### config.mk
export PLATFORM = sky130hd
export DESIGN_NAME = exec_mask_ctrl
export DESIGN_NICKNAME = d
export VERILOG_FILES = /design/src/rtl/exec_mask_ctrl.sv
export SDC_FILE = /design/constraint.sdc
export NUM_CORES = 1
export LEC_CHECK = 0
export ABC_AREA = 0
export BUFFER_PORTS_ARGS = -buffer_cell sky130_fd_sc_hd__buf_2
export CAP_MARGIN = 20
export CORE_MARGIN = 4
export CORE_UTILIZATION = 46
export CTS_CLUSTER_SIZE = 40
export DETAILED_ROUTE_END_ITERATION = 6
export PLACE_DENSITY_LB_ADDON = 0.3
export SLEW_MARGIN = 25
export SYNTH_ARGS = -nofsm -noshare
export SYNTH_HDL_FRONTEND = slang
export SYNTH_SLANG_ARGS = --single-unit
### constraint.sdc
create_clock -name clk -period 1.7 [get_ports clk]
set_input_delay 0.085 -clock clk [delete_from_list [all_inputs] [get_ports clk]]
set_output_delay 0.085 -clock clk [all_outputs]
set_load 0.05 [all_outputs]
### src/rtl/exec_mask_ctrl.sv
module exec_mask_ctrl #(
  parameter int LANES = 64
) (
  input  logic        clk,
  input  logic        rst_n,
  input  logic        op_valid,
  input  logic [5:0]  op_sel,
  input  logic [63:0] cond,
  input  logic [63:0] saved_in,
  input  logic [63:0] brk_in,
  input  logic        cond_masked,
  output logic [63:0] exec_mask,
  output logic [63:0] saved_out,
  output logic        br_zero,
  output logic        br_nonzero
);

  localparam logic [63:0] LMASK = (LANES >= 64) ? {64{1'b1}} : ((64'd1 << LANES) - 64'd1);

  logic [63:0] c_m, s_m, b_m, and_c, or_s, brk_acc;
  logic [63:0] nxt_exec, nxt_saved;
  logic        nxt_bz, nxt_bnz, legal;

  assign c_m   = cond & LMASK;
  assign s_m   = saved_in & LMASK;
  assign b_m   = brk_in & LMASK;
  assign legal = op_valid && $onehot(op_sel);

  assign and_c   = exec_mask & c_m;
  assign or_s    = exec_mask | s_m;
  assign brk_acc = (cond_masked ? c_m : and_c) | b_m;

  always_comb begin
    nxt_exec  = exec_mask;
    nxt_saved = saved_out;
    nxt_bz    = 1'b0;
    nxt_bnz   = 1'b0;
    if (legal) begin
      case (op_sel)
        6'b000001: begin
          nxt_exec  = and_c;
          nxt_saved = and_c ^ exec_mask;
          nxt_bz    = (and_c == 64'd0);
        end
        6'b000010: begin
          nxt_exec  = and_c;
          nxt_saved = exec_mask;
          nxt_bz    = (and_c == 64'd0);
        end
        6'b000100: begin
          nxt_saved = or_s & exec_mask;
          nxt_exec  = or_s ^ (or_s & exec_mask);
          nxt_bz    = ((or_s ^ (or_s & exec_mask)) == 64'd0);
        end
        6'b001000: begin
          nxt_exec = or_s;
        end
        6'b010000: begin
          nxt_saved = brk_acc;
        end
        6'b100000: begin
          nxt_exec = exec_mask & ~b_m;
          nxt_bnz  = ((exec_mask & ~b_m) != 64'd0);
        end
        default: begin
          nxt_exec = exec_mask;
        end
      endcase
    end
  end

  always_ff @(posedge clk or negedge rst_n) begin
    if (!rst_n) begin
      exec_mask  <= LMASK;
      saved_out  <= 64'd0;
      br_zero    <= 1'b0;
      br_nonzero <= 1'b0;
    end else begin
      exec_mask  <= nxt_exec & LMASK;
      saved_out  <= nxt_saved & LMASK;
      br_zero    <= nxt_bz;
      br_nonzero <= nxt_bnz;
    end
  end

endmodule

==> metrics.md <==
| Metric | Value |
|---|---|
| Outcome | `finished, violations left` |
| Failing checks | `design-rule violations, negative setup slack` |
| Post-DR vias/cell | `6.74` |
| Fin Setup TNS | `-138.92 ns` |
| Post-synth top cells | `298 x o21ai_0, 169 x a21oi_1, 101 x inv_1` |
| Ys async rst share | `100%` |
| Layer with the highest usage | `met2` |
| Final worst path period need | `2.86 ns` |
| CP startpoint kind | `primary input` |
| P_sw | `2.70 mW` |
| Final net count | `1838` |
| Worst slew margin | `45.4%` |
| Clock root buffer | `clkbuf_16` |
| Worst IR Drop VDD | `0.721 mV` |
| Die height | `148 um` |
| Post-synth cell types | `43` |
| Comb power frac | `18.9%` |
| Sequential area share after synthesis | `36.7%` |
| Cell area after synthesis | `9070 um^2` |
| Max Buffers Root-to-Sink | `2` |
| Initial antenna violation count | `3` |
| Mean cell area of the mapped netlist | `7.87 um^2` |
| Switch share | `29.5%` |
| Layout overhead on the synthesized area | `61.6%` |
| Top cells by area, synth | `dfstp_2 19%, dfrtp_1 18%, o21ai_0 16%` |
| Synth Warn # | `0` |
| Clock network fraction of total power | `46.2%` |
| Most numerous cell in the Yosys netlist | `o21ai_0` |
| Worst skew pair latency | `0.43 ns` |
| HP Class | `primary input to register` |
| Die ar. | `22000 um^2` |
| Slowest cell on crit path | `fa_1` |
| Critical Path AT | `3.19 ns` |
| Number of synthesized flops with an enable pin | `0` |
| H-tree depth | `4` |
| IO Port Bufs | `331` |
| P_int | `6.44 mW` |
| Die width | `148 um` |
| Post-Syn Instances | `1153` |
| Share of layout cells above drive strength 1 | `46.3%` |
| GR Layer Usage met1 | `54.7%` |
| CTS tree | `yes` |
| Antenna viol nets, final | `0` |
| Slew @ Worst Pin | `0.818 ns` |
| Crit end category | `register` |
| First-pass GRT wire length | `70300 um` |
| I/O pin total | `332` |
| Fin. Hold Viols | `0` |
| CP Max Fanout | `8` |
| M3 GR Usage | `10.4%` |
| Drt drc | `19` |
| Worst setup margin | `-1.16 ns` |
| RSZ-0062 raised after global routing | `yes` |
| Pre-antenna DRT Iters | `7` |
| CTS sink cnt | `130` |
| #FFs+latches synth | `130` |
| Max-Cap Viols | `0` |
| Inserted Clock Buffers | `17` |
| Yosys top cell area share | `18.5%` |
| Pleak | `6.72 nW` |
| CP Cell Sequence | `buf_8 > inv_8 > fa_1 > fa_1 > inv_1 > ha_2 > fa_2 > nor4bb_4 > buf_4 > o31ai_4 > buf_12 > clkbuf_16 > o32ai_2` |
| Pwr/cell area | `623 nW/um^2` |
| Hpwl dp | `35800 um` |
| Final setup fails | `130` |
| Mapped Nets | `1362` |
| Grt met2 use | `63.8%` |
| Remaining global-route overflow | `0` |
| DR vias | `12.8k` |
| Core area | `19400 um^2` |
| CTS clk-pin slew, worst paths | `0.06 ns` |
| Pins over their slew limit | `0` |
| Sequential share of power | `34.9%` |
| Routability cong. | `0.990` |
| Initial drt markers | `2094` |
| Skew final | `0.00807 ns` |
| Critical Path Max Stage Delay | `0.57 ns` |
| Initial Util | `46.8%` |
| Largest net degree at the start of global routing | `55` |
| CP required | `2.03 ns` |
| Final wirelength | `52700 um` |
| GRT Overall Usage | `41.9%` |
| Crit path kind | `primary input to register` |
| Row Count | `51` |
| DR WL/cell | `27.6 um` |
| Final worst-path cycle share | `168%` |
| Number of global-route vias before repair | `11.5k` |
| Most frequent CP cell | `fa_1` |
| Antenna fix cells | `0` |
| Fin util | `75.6%` |
| Most used DFF post-synth | `dfrtp_1` |
| Synth area leader | `dfstp_2` |
| Fmax | `0.349 GHz` |
==> cells in the final DEF, fill, tap and decap left out, drive strengths merged, types with 23 or more instances in the layout <==
| master | count |
|---|---|
| nand2b | 26 |
| dfstp | 64 |
| dfrtp | 66 |
| o32ai | 41 |
| clkbuf | 30 |
| nand2 | 68 |
| nor2b | 32 |
| o22ai | 28 |
| inv | 101 |
| a21oi | 170 |
| buf | 505 |
| o21ai | 298 |
| o211a | 23 |
| a22oi | 23 |
| a22o | 32 |
==> metal layers <==
layer / routed length, um / up-vias
met4: 4400 / 4
met2: 22300 / 1252
met5: 28 / -
met1: 17800 / 5957
met3: 8120 / 354
li1: - / 5279
==> area by class of cell <==
cell class | instances | area, um^2
inverters | 101 | 389
flip-flops and latches | 130 | 3330
multi-input cells | 843 | 6090
fillers | 1423 | 4740
clock inverters | 13 | 210
well taps | 265 | 332
repair buffers | 536 | 3860
clock buffers | 18 | 439
==> worst max-delay path, delay by kind of cell <==
family / cells / cell delay [ns]
and+or+nand+nor: 1 / 0.33
adders and majority gates: 4 / 1.64
buffers and inverters: 6 / 0.76
AOI/OAI and AO/OA: 2 / 0.37
==> power groups by stage <==
| stage | Clock (mW) | Sequential [mW] | Combinational (mW) |
|---|---|---|---|
| after global placement | 0 | 3.24 | 1.43 |
| after CTS | 4.19 | 3.19 | 1.54 |
| after detailed placement | 0 | 3.24 | 1.44 |
| final | 4.22 | 3.19 | 1.72 |
| after global routing | 4.33 | 3.19 | 1.79 |
| after floorplan | 0 | 3.37 | 0.446 |
==> state kept, by name, summed over array words and instances (netlist names) <==
signal	flops
saved_out	64
br_zero	1
br_nonzero	1
exec_mask	64
==> logic make-up (layout without fill, tap and decap cells) <==
kind of cell	after synthesis	in the layout	share of synthesized area [%]
and+or+nand+nor	173	173	9.70
AOI/OAI and AO/OA	660	662	43.9
adders and majority gates	7	7	1.21
muxes	1	1	0.124
buffers and inverters	182	668	8.29
DFF	130	130	36.7
==> path summary, 6_finish.rpt <==
path	start	endpoint	slack, ns	cells after the start
max	op_sel[3]	exec_mask[26]$_DFFE_PN1P_	-1.16	13
min	cond[55]	exec_mask[55]$_DFFE_PN1P_	0.01	3
max reg2reg	exec_mask[41]$_DFFE_PN1P_	br_nonzero$_DFF_PN0_	-0.58	6
min reg2reg	saved_out[63]$_DFFE_PN0P_	saved_out[63]$_DFFE_PN0P_	0.47	2
max in group asynchronous	rst_n	exec_mask[46]$_DFFE_PN1P_	0.80	3
min in group asynchronous	rst_n	saved_out[62]$_DFFE_PN0P_	0.18	2
==> per-stage QoR <==
| stage | worst slack, ns | area, um^2 | total power, mW | cells | hold slack, ns |
|---|---|---|---|---|---|
| finish | -1.16 | 14700 | 9.13 | 1906 | 0.0134 |
| global route | -1.27 | 14700 | 9.31 | 1906 | 0.0291 |
| detailed placement | -1.61 | 12100 | 4.68 | 1823 | 0.0891 |
| global placement | -1.51 | 12100 | 4.66 | 1823 | 0.0920 |
| CTS | -1.11 | 13600 | 8.91 | 1884 | 0.0000683 |
| floorplan | -1.25 | 9180 | 3.82 | 1153 | -0.211 |
==> repair_timing <==
item                                   4_1_cts  5_1_grt
setup endpoints to repair                  130      130
pin swaps                                   28       71
cloned                                       3       20
hold buffers                                19        0
endpoints found under the hold margin       47        0
buffers inserted                             8        4
gates resized for setup                     80      192
No activity file was read; power rests on OpenSTA's default activity.
